**config.mk**
```make
export PLATFORM = sky130hd
export DESIGN_NAME = uart_modem_flow
export DESIGN_NICKNAME = d
export VERILOG_FILES = /design/src/rtl/uart_flow_pkg.sv /design/src/rtl/flow_cts_sync.sv /design/src/rtl/flow_cts_gate.sv /design/src/rtl/flow_rts_hyst.sv /design/src/rtl/uart_modem_flow.sv
export SDC_FILE = /design/constraint.sdc
export NUM_CORES = 1
export LEC_CHECK = 0
export ABC_AREA = 1
export BUFFER_PORTS_ARGS = -buffer_cell sky130_fd_sc_hd__buf_4
export CORE_MARGIN = 2
export CORE_UTILIZATION = 30
export CTS_CLUSTER_DIAMETER = 200
export DETAILED_ROUTE_END_ITERATION = 16
export PLACE_DENSITY = 0.59
export SLEW_MARGIN = 20
export SYNTH_ARGS = -nofsm -noshare
export SYNTH_HDL_FRONTEND = slang
export SYNTH_HIERARCHICAL = 1
export SYNTH_SLANG_ARGS = --single-unit
```
**constraint.sdc**
```tcl
create_clock -name clk -period 1.1 [get_ports clk]
set_input_delay 0.22 -clock clk [delete_from_list [all_inputs] [get_ports clk]]
set_output_delay 0.22 -clock clk [all_outputs]
set_load 0.01 [all_outputs]
```
**src/rtl/uart_flow_pkg.sv**
```systemverilog
package uart_flow_pkg;
  // Modem lines are active low: 0 means asserted.
  typedef enum logic {
    LINE_ON  = 1'b0,
    LINE_OFF = 1'b1
  } line_e;

  // Sticky flag update: a set event wins over a clear in the same cycle.
  function automatic logic sticky_next(logic cur, logic set_ev, logic clr);
    if (set_ev)   return 1'b1;
    else if (clr) return 1'b0;
    else          return cur;
  endfunction
endpackage

```
**src/rtl/flow_cts_sync.sv**
```systemverilog
module flow_cts_sync
  import uart_flow_pkg::*;
#(
  parameter int SYNC_STAGES = 2
) (
  input  logic clk,
  input  logic rst_n,
  input  logic cts_n,
  input  logic flag_clr,
  output logic cts_n_sync,
  output logic cts_edge,
  output logic cts_irq
);
  localparam int TOP = SYNC_STAGES - 1;

  logic [TOP:0] sync_q;
  logic         last_q;
  logic         irq_q;

  generate
    for (genvar i = 0; i < SYNC_STAGES; i++) begin : g_stage
      if (i == 0) begin : g_first
        always_ff @(posedge clk or negedge rst_n)
          if (!rst_n) sync_q[0] <= LINE_OFF;
          else        sync_q[0] <= cts_n;
      end else begin : g_next
        always_ff @(posedge clk or negedge rst_n)
          if (!rst_n) sync_q[i] <= LINE_OFF;
          else        sync_q[i] <= sync_q[i-1];
      end
    end
  endgenerate

  always_ff @(posedge clk or negedge rst_n) begin
    if (!rst_n) begin
      last_q <= LINE_OFF;
      irq_q  <= 1'b0;
    end else begin
      last_q <= sync_q[TOP];
      irq_q  <= sticky_next(irq_q, cts_edge, flag_clr);
    end
  end

  assign cts_n_sync = sync_q[TOP];
  assign cts_edge   = sync_q[TOP] ^ last_q;
  assign cts_irq    = irq_q;

  // a synchronized edge raises the interrupt at the next edge
  a_r2_edge_sets_irq: assert property (@(posedge clk) disable iff (!rst_n)
    cts_edge |=> cts_irq);
  // flag holds unless cleared without a concurrent edge
  a_r3_irq_sticky: assert property (@(posedge clk) disable iff (!rst_n)
    (cts_irq && !flag_clr) |=> cts_irq);
endmodule

```
**src/rtl/flow_cts_gate.sv**
```systemverilog
module flow_cts_gate
  import uart_flow_pkg::*;
(
  input  logic clk,
  input  logic rst_n,
  input  logic cfg_wr,
  input  logic cfg_auto_cts,
  input  logic tx_off,
  input  logic cts_n_sync,
  input  logic char_busy,
  input  logic flag_clr,
  output logic tx_allowed,
  output logic cfg_err
);
  logic auto_cts_q;
  logic err_q;
  logic refused;
  logic cts_stop;
  logic start_ok;

  assign refused  = cfg_wr && cfg_auto_cts && !tx_off;
  assign cts_stop = auto_cts_q && (cts_n_sync == LINE_OFF);
  assign start_ok = !tx_off && !cts_stop;

  always_ff @(posedge clk or negedge rst_n) begin
    if (!rst_n) begin
      auto_cts_q <= 1'b0;
      err_q      <= 1'b0;
    end else begin
      if (cfg_wr) begin
        if (!cfg_auto_cts) auto_cts_q <= 1'b0;
        else if (tx_off)   auto_cts_q <= 1'b1;
      end
      err_q <= sticky_next(err_q, refused, flag_clr);
    end
  end

  // A character in flight always completes; only new starts are gated.
  assign tx_allowed = char_busy || start_ok;
  assign cfg_err    = err_q;

  // a refused request sets the error and leaves the mode unchanged
  a_r4_refuse: assert property (@(posedge clk) disable iff (!rst_n)
    refused |=> (cfg_err && auto_cts_q == $past(auto_cts_q)));
  // automatic mode with deasserted CTS blocks a new start
  a_r5_cts_blocks: assert property (@(posedge clk) disable iff (!rst_n)
    (auto_cts_q && cts_n_sync && !char_busy) |-> !tx_allowed);
  // busy character never cut off
  a_r6_busy_runs: assert property (@(posedge clk) disable iff (!rst_n)
    char_busy |-> tx_allowed);
  // transmitter off blocks a new start
  a_r7_off_blocks: assert property (@(posedge clk) disable iff (!rst_n)
    (tx_off && !char_busy) |-> !tx_allowed);
endmodule

```
**src/rtl/flow_rts_hyst.sv**
```systemverilog
module flow_rts_hyst #(
  parameter int CNT_W = 8
) (
  input  logic             clk,
  input  logic             rst_n,
  input  logic [CNT_W-1:0] rx_fill,
  input  logic [CNT_W-1:0] thr_high,
  input  logic [CNT_W-1:0] thr_low,
  input  logic             auto_rts,
  input  logic             manual_rts,
  output logic             rts_n
);
  localparam logic [CNT_W-1:0] FILL_ZERO = '0;

  logic stop_q;
  logic stop_d;

  // High test first; between thresholds the state holds.
  function automatic logic stop_next(logic cur, logic [CNT_W-1:0] fill,
                                     logic [CNT_W-1:0] hi, logic [CNT_W-1:0] lo);
    if (fill >= hi)      return 1'b1;
    else if (fill <= lo) return 1'b0;
    else                 return cur;
  endfunction

  assign stop_d = stop_next(stop_q, rx_fill, thr_high, thr_low);

  always_ff @(posedge clk or negedge rst_n)
    if (!rst_n) stop_q <= 1'b0;
    else        stop_q <= stop_d;

  assign rts_n = auto_rts ? stop_q : !manual_rts;

  // reaching the high threshold stops the remote sender
  a_r9_high_stops: assert property (@(posedge clk) disable iff (!rst_n)
    (rx_fill >= thr_high) |=> stop_q);
  // draining to the low threshold releases it
  a_r10_low_releases: assert property (@(posedge clk) disable iff (!rst_n)
    (rx_fill <= thr_low && rx_fill < thr_high) |=> !stop_q);
  // between the thresholds the state holds
  a_r10_hold: assert property (@(posedge clk) disable iff (!rst_n)
    (rx_fill > thr_low && rx_fill < thr_high) |=> $stable(stop_q));
  // automatic mode drives the line from the stop state
  a_r11_auto_line: assert property (@(posedge clk) disable iff (!rst_n)
    (auto_rts && rx_fill >= thr_high && rx_fill != FILL_ZERO) |=> (rts_n || !auto_rts));
endmodule

```
**src/rtl/uart_modem_flow.sv**
```systemverilog
module uart_modem_flow #(
  parameter int CNT_W       = 8,
  parameter int SYNC_STAGES = 2
) (
  input  logic             clk,
  input  logic             rst_n,
  input  logic             cts_n,
  input  logic             char_busy,
  input  logic             tx_off,
  input  logic             cfg_wr,
  input  logic             cfg_auto_cts,
  input  logic             auto_rts,
  input  logic             manual_rts,
  input  logic             flag_clr,
  input  logic [CNT_W-1:0] rx_fill,
  input  logic [CNT_W-1:0] thr_high,
  input  logic [CNT_W-1:0] thr_low,
  output logic             tx_allowed,
  output logic             rts_n,
  output logic             cts_irq,
  output logic             cfg_err
);
  logic cts_n_sync;
  logic cts_edge;

  flow_cts_sync #(.SYNC_STAGES(SYNC_STAGES)) u_sync (
    .clk(clk), .rst_n(rst_n), .cts_n(cts_n), .flag_clr(flag_clr),
    .cts_n_sync(cts_n_sync), .cts_edge(cts_edge), .cts_irq(cts_irq)
  );

  flow_cts_gate u_gate (
    .clk(clk), .rst_n(rst_n), .cfg_wr(cfg_wr), .cfg_auto_cts(cfg_auto_cts),
    .tx_off(tx_off), .cts_n_sync(cts_n_sync), .char_busy(char_busy),
    .flag_clr(flag_clr), .tx_allowed(tx_allowed), .cfg_err(cfg_err)
  );

  flow_rts_hyst #(.CNT_W(CNT_W)) u_rts (
    .clk(clk), .rst_n(rst_n), .rx_fill(rx_fill), .thr_high(thr_high),
    .thr_low(thr_low), .auto_rts(auto_rts), .manual_rts(manual_rts),
    .rts_n(rts_n)
  );

  // flags are clear in the first cycle after reset release
  a_r1_flags_reset: assert property (@(posedge clk)
    $rose(rst_n) |-> (!cts_irq && !cfg_err));
endmodule

```
* Word-level counts from Yosys, hierarchy flattened
Cells that the tools add are included.
** Word-level totals
- Output and inout port bits :: 4
- Register bits after elaboration :: 7
** Operators by class
- Equality and inequality tests :: 1
- Muxes and demuxes :: 8
- Bitwise operators :: 1
- Reductions and logical operators :: 12
- $lt $le $gt $ge :: 2
** Operators with widths (number)
- 8-bit greater-or-equal comparator :: 1
- 8-bit less-or-equal comparator :: 1
- 1-bit 2-to-1 mux :: 8
- 2-bit nonzero test :: 3
- 1-bit logical AND :: 4
- 1-bit logical NOT :: 3
- 2-bit != test (second input constant) :: 1
- 2-bit AND reduction :: 1
- 1-bit logical OR :: 1
- 1-bit bitwise XOR :: 1

* Depth between registers and ports, before layout
Gate-level depths: netlist of run 1.
- Word-level depth :: 4
- Mapped depth :: 11
- Gate-level depth less buffers :: 11

* Hierarchy
The synthesis of run 1 kept the hierarchy.
** Modules (own cells, without submodules)
- flow_rts_hyst :: area each 480.5 um^2, instances 1, sequential area each 25.0 um^2, cells each 78
- flow_cts_sync :: area each 135.1 um^2, instances 1, sequential area each 103.8 um^2, cells each 12
- flow_cts_gate :: area each 111.4 um^2, instances 1, sequential area each 50.0 um^2, cells each 18

* Least setup slack after synthesis of run 1
No wires, ideal clock.
- Path type :: input to register
- Start :: in thr_high[5]
- End :: reg u_rts.stop_q
- Library setup time :: 0.119 ns
- Cell stages on the path :: 8
- Data required time :: 0.981 ns
- Path slack :: 0.051 ns
- Arrival time :: 0.930 ns
- Cells stage by stage :: inv_1 ha_1 a21oi_2 nor2_1 nor2_2 nand2_1 nor2_1 nand2_1
** On the way
- Word-level cells in the longest chain between the ends :: 2
- Elaborated cells between the ends (all ways) :: 3
** Ends and longest elaborated chain
- from (decl) :: RTL line uart_modem_flow.sv:16 : input logic [CNT_W-1:0] thr_high,
- 8-bit greater-or-equal comparator * :: RTL line flow_rts_hyst.sv:21 : if (fill >= hi) return 1'b1;
- 1-bit 2-to-1 mux / 2-bit nonzero test (equally long branches)
- to (signal assigned) :: RTL line flow_rts_hyst.sv:30 : else stop_q <= stop_d;
- to (decl) :: RTL line flow_rts_hyst.sv:15 : logic stop_q;
Mark *: on every way between the ends. The rest lies on a longest branch, timed or not.
A chain may end at the register's enable or synchronous reset.

* Worst setup path in the final report of run 1
- Start :: reg u_sync.sync_q[1], in the netlist u_sync/cts_n_sync
- End :: out tx_allowed
** On the way
- Word-level cells in the longest chain between the ends :: 4
** Ends and longest elaborated chain
- from (decl) :: RTL line flow_cts_sync.sv:16 : logic [TOP:0] sync_q;
- from (signal, indexed assignment) :: RTL line flow_cts_sync.sv:29 : else sync_q[i] <= sync_q[i-1];
- 1-bit logical AND :: RTL line flow_cts_gate.sv:22 : assign cts_stop = auto_cts_q && (cts_n_sync == LINE_OFF);
- 1-bit logical NOT :: RTL line flow_cts_gate.sv:23 : assign start_ok = !tx_off && !cts_stop;
- 1-bit logical AND :: RTL line flow_cts_gate.sv:23
- 1-bit logical OR :: RTL line flow_cts_gate.sv:39 : assign tx_allowed = char_busy || start_ok;
- to (decl) :: RTL line uart_modem_flow.sv:18 : output logic tx_allowed,
Every way passes these cells.

==> results.sh, run 1 <==
export IMPL_cts_sinks=7
export IMPL_hpwl_mm=1.30
export IMPL_n_antenna_cell=0
export IMPL_clock_latency_ps=240
export IMPL_grt_antenna_before_repair=0
export IMPL_min_path_type="input pin to flip-flop"
export IMPL_skew_ps=3.14
export IMPL_layout_commonest_cell="buf_4"
export IMPL_worstSetupPathType="flip-flop to output pin"
export IMPL_fin_crit_sh_pct=115
export IMPL_rsz0062_at_grt="yes"
export IMPL_synthCells=107
export IMPL_fillerInstances=226
export IMPL_track_usage_pct=12.1
export IMPL_drc=0
export IMPL_die_area_sq_um=2820
export IMPL_postRouteAntennaNets=0
export IMPL_ios=38
export IMPL_critPathMostFrequentCell="nand2_1"
export IMPL_pwr_share_comb_pct=38.5
export IMPL_setup_viol_count_final=1
export IMPL_grt_pass1_vias=684
export IMPL_final_util_pct=48.4
export IMPL_synth_area_sq_um=723
export IMPL_via_per_inst=4.13
export IMPL_grt_overflow_total=0
export IMPL_crit_path_top_delay_cell="dfstp_2"
export IMPL_p_sw_uw=240
export IMPL_crit_fanout=2
export IMPL_report_final_slew_viol_count=0
export IMPL_cts_htree_levels=1
export IMPL_fp_coreArea_sq_um=2250
export IMPL_port_buffers=37
export IMPL_arrival_ps=1050
export IMPL_grt_max_degree=8
export IMPL_crit_path_start_kind="flip-flop"
export IMPL_finalWeightedCongestion=0.713
export IMPL_cpPeakStageDelay_ps=520
export IMPL_place_inst=173
export IMPL_cts_tree="built"
export IMPL_cts_root_buf="clkbuf_4"
export IMPL_tightest_slew_ps=141
export IMPL_fp_dieH_microns=53.1
export IMPL_synth_warnings=6
export IMPL_max_freq_mhz=790
export IMPL_finalHoldWorstSlack_ps=84.7
export IMPL_die_w_microns=53.1
export IMPL_max_cap_violations=0
export IMPL_area_growth_pct=50.9
export IMPL_period_needed_ps=1270
export IMPL_end_kind="output pin"
export IMPL_vias=739
export IMPL_setup_ws_ps=-166
export IMPL_pwr_share_clk_pct=26.5
export IMPL_p_leak_uw=0.000700
export IMPL_syn_area_per_cell_sq_um=6.76
export IMPL_ctsLongestPathBuffers=2
export IMPL_finalPower_uw=846
export IMPL_rows=17
export IMPL_worstPathCellList="nand2_1 -> nand2_1 -> nand2_1 -> buf_6"
export IMPL_status="complete, but fails checks"
export IMPL_hold_viol=0
export IMPL_drive_gt1_share_pct=31.8
export IMPL_pwr_share_seq_pct=35.0
export IMPL_start_util_pct=32.1
export IMPL_fin_setup_tns_ps=-166
export IMPL_swShare_pct=28.4
export IMPL_cts_made_buffers=3
export IMPL_p_per_area_nw_per_um2=776
export IMPL_totalWireLength_mm=1.42
export IMPL_peakVddDrop_mv=0.619
export IMPL_relSlewSlack_pct=90.5
export IMPL_fin_cells=179
export IMPL_mostFrequentLayoutCells="buf_4, nand2_1, inv_1"
export IMPL_fin_nets=202
export IMPL_internal_power_uw=606
export IMPL_violations="negative setup slack"
export IMPL_crit_required_ps=880
export IMPL_path_clk_slew_ps=50
export IMPL_wl_per_cell_microns=7.96
export IMPL_grt_pass1_wl_mm=2.51
export IMPL_synth_nets=157
export IMPL_dr_pass1_iters=4
export IMPL_drtIter0Drc=6
[repair_timing]
| action | 4_1_cts | 5_1_grt |
|---|---|---|
| buffers inserted | 1 | 0 |
| hold buffers | 1 | 0 |
| endpoints found under the setup margin | 2 | 2 |
| endpoints found under the hold margin | 7 | 0 |
| gates resized for setup | 2 | 0 |
[critical path, delay by kind of cell (launching register included)]
kind	cells	cell delay [ps]
simple gates	3	170
buf+inv	1	120
flops	1	520
[through the flow]
step           setup WS [ps]  cell area (sq um)
6_report                -166               1090
5_1_grt                 -226               1090
4_1_cts                 -177               1090
3_5_place_dp            -140               1040
3_3_place_gp            -125               1040
2_1_floorplan           51.0                723
[registers in the layout, summed over array words and instances (netlist names)]
name and flops:
u_sync/last_q 1, u_sync/cts_n_sync 1, u_gate/auto_cts_q 1, u_rts/stop_q 1, u_sync/cts_irq 1, u_gate/cfg_err 1
u_sync/sync_q 1
[area by class of cell]
type	instances	area (sq um)	share of cell area (%)
repair buffers	40	307	28.1
inverters	30	113	10.3
clock buffers	4	26.3	2.41
flip-flops and latches	7	179	16.4
well taps	28	35.0	3.21
multi-input cells	70	432	39.6
[power by group through the flow]
| stage | Sequential (uW) | Clock (uW) | Combinational, uW |
|---|---|---|---|
| after detailed placement | 302 | 0 | 323 |
| final | 296 | 224 | 326 |
| after floorplan | 302 | 0 | 159 |
| after global routing | 300 | 247 | 384 |
| after CTS | 297 | 236 | 334 |
| after global placement | 302 | 0 | 313 |
[final timing paths]
check / start / end / slack, ps / cells after the start
hold reg to reg: u_sync/sync_q[0] / u_sync/cts_n_sync / 360 / 0
max in group asynchronous: rst_n / u_sync/sync_q[0] / 580 / 2
setup / recovery: u_sync/cts_n_sync / tx_allowed / -170 / 4
min in group asynchronous: rst_n / u_gate/cfg_err / 320 / 2
setup reg to reg: u_sync/cts_n_sync / u_sync/cts_irq / 200 / 4
hold / removal: cts_n / u_sync/sync_q[0] / 80 / 1
[metal layers]
layer  global-route usage, %  wire length (microns)
met4                    6.41                      6
met5                       0                      0
met3                   0.847                     85
met2                    21.7                    713
met1                    14.1                    618
No activity file was read; power rests on OpenSTA's default activity.
==> run 2, diff against run 1 <==
Settings changed: SLEW_MARGIN 20 to not set.
Clock period 1.1 ns to 1.58 ns, I/O delays scaled along.
==> results.sh, run 2 (synthesis gave the netlist of run 1 again) <==
export IMPL_status="completed"
export IMPL_crit_start="u_sync/cts_n_sync"
export IMPL_ios=38
export IMPL_rsz0062_at_grt="no"
export IMPL_area_growth_pct=48.3
export IMPL_grt_max_degree=8
export IMPL_crit_fanout=4
export IMPL_fin_crit_sh_pct=87.8
export IMPL_crit_path_end="tx_allowed"
export IMPL_die_w_microns=53.1
export IMPL_report_final_slew_viol_count=0
export IMPL_drive_gt1_share_pct=30.9
export IMPL_n_antenna_cell=0
export IMPL_start_util_pct=32.1
export IMPL_clock_latency_ps=250
export IMPL_cts_resized=0
export IMPL_arrival_ps=1070
export IMPL_final_util_pct=47.6
export IMPL_final_area_sq_um=1070
export IMPL_p_per_area_nw_per_um2=545
export IMPL_port_buffers=37
export IMPL_cts_tree="built"
export IMPL_regToRegStartpoint="u_sync/cts_n_sync"
export IMPL_fp_dieH_microns=53.1
export IMPL_path_clk_slew_ps=50
export IMPL_cts_root_buf="clkbuf_4"
export IMPL_mostFrequentLayoutCells="buf_4, nand2_1, inv_1"
export IMPL_cts_made_buffers=3
export IMPL_skew_ps=4.93
export IMPL_post_dp_cell_area_sq_um=1040
export IMPL_ctsLongestPathBuffers=2
export IMPL_dr_pass1_iters=4
export IMPL_cts_htree_levels=1
export IMPL_p_leak_uw=0.000689
export IMPL_relSlewSlack_pct=90.1
export IMPL_grt_overflow_total=0
export IMPL_track_usage_pct=12.1
export IMPL_via_per_inst=4.04
export IMPL_grt_antenna_before_repair=0
export IMPL_crit_required_ps=1260
export IMPL_fp_coreArea_sq_um=2250
export IMPL_hpwl_mm=1.28
export IMPL_die_area_sq_um=2820
export IMPL_finalHoldWorstSlack_ps=180
export IMPL_rrSetupSlack_ps=780
export IMPL_totalWireLength_mm=1.40
export IMPL_period_needed_ps=1390
export IMPL_post_cts_buffers=0
export IMPL_max_cap_violations=0
export IMPL_worstSetupPathType="flip-flop to output pin"
export IMPL_cts_sinks=7
export IMPL_grt_pass1_vias=682
export IMPL_finalWeightedCongestion=0.694
export IMPL_fin_setup_tns_ps=0
export IMPL_fin_nets=200
export IMPL_layout_commonest_cell="buf_4"
export IMPL_min_path_type="input pin to flip-flop"
export IMPL_setup_viol_count_final=0
export IMPL_crit_path_start_kind="flip-flop"
export IMPL_drc=0
export IMPL_max_freq_mhz=721
export IMPL_grt_pass1_wl_mm=2.52
export IMPL_reg2reg_to="u_sync/cts_irq"
export IMPL_drtIter0Drc=5
export IMPL_peakVddDrop_mv=0.465
export IMPL_rows=17
export IMPL_finalPower_uw=585
export IMPL_postRouteAntennaNets=0
export IMPL_hold_viol=0
export IMPL_vias=715
export IMPL_tightest_slew_ps=148
export IMPL_end_kind="output pin"
export IMPL_wl_per_cell_microns=7.93
export IMPL_r2r_cells=3
run 2: how the worst min path moves through the flow:
stage / start / endpoint / depth (start not counted)
after floorplan: rst_n / u_gate/auto_cts_q / 0
after global placement: rst_n / u_gate/cfg_err / 1
after detailed placement: rst_n / u_gate/cfg_err / 1
after CTS: cts_n / u_sync/sync_q[0] / 1
after global routing: cts_n / u_sync/sync_q[0] / 1
final: cts_n / u_sync/sync_q[0] / 1
run 2: power breakdown:
| part | switching [uW] | internal (uW) | leakage [uW] | total, uW |
|---|---|---|---|---|
| registers | 8.50 | 199 | 0.0000790 | 207 |
| clock network | 63.2 | 96.2 | 0.0000150 | 159 |
| logic | 97.1 | 121 | 0.000595 | 218 |
| total | 169 | 416 | 0.000689 | 585 |
run 2: area by class of cell:
type,count,area (sq um)
fill,252,1180
multi-input combinational,70,432
timing repair buffer,38,288
sequential,7,179
inverter,30,113
tap,28,35.0
clock buffer,4,26.3
run 2: timing repair:
action / in CTS / in global routing
endpoints found under the setup margin: 0 / 0
hold buffers: 1 / 0
endpoints found under the hold margin: 4 / 0
run 2: worst max-delay path: stages (launching register included):
cell	delay, ps
dfstp_2	540
nand2_1	50
nand2_1	50
nand2_1	40
buf_4	130
run 2: per-layer routing:
layer | vias to the layer above | track usage, % | share of wire [%]
li1 | 405 | - | -
met5 | - | 0 | 0
met1 | 288 | 14.3 | 44
met3 | 2 | 0.847 | 6.8
met2 | 20 | 21.5 | 49
met4 | 0 | 6.41 | 0.57
run 2: per-stage QoR:
stage               instances  setup WS [ps]
floorplan                 107            435
global placement          172            261
detailed placement        172            256
CTS                       177            177
global route              177            126
finish                    177            193
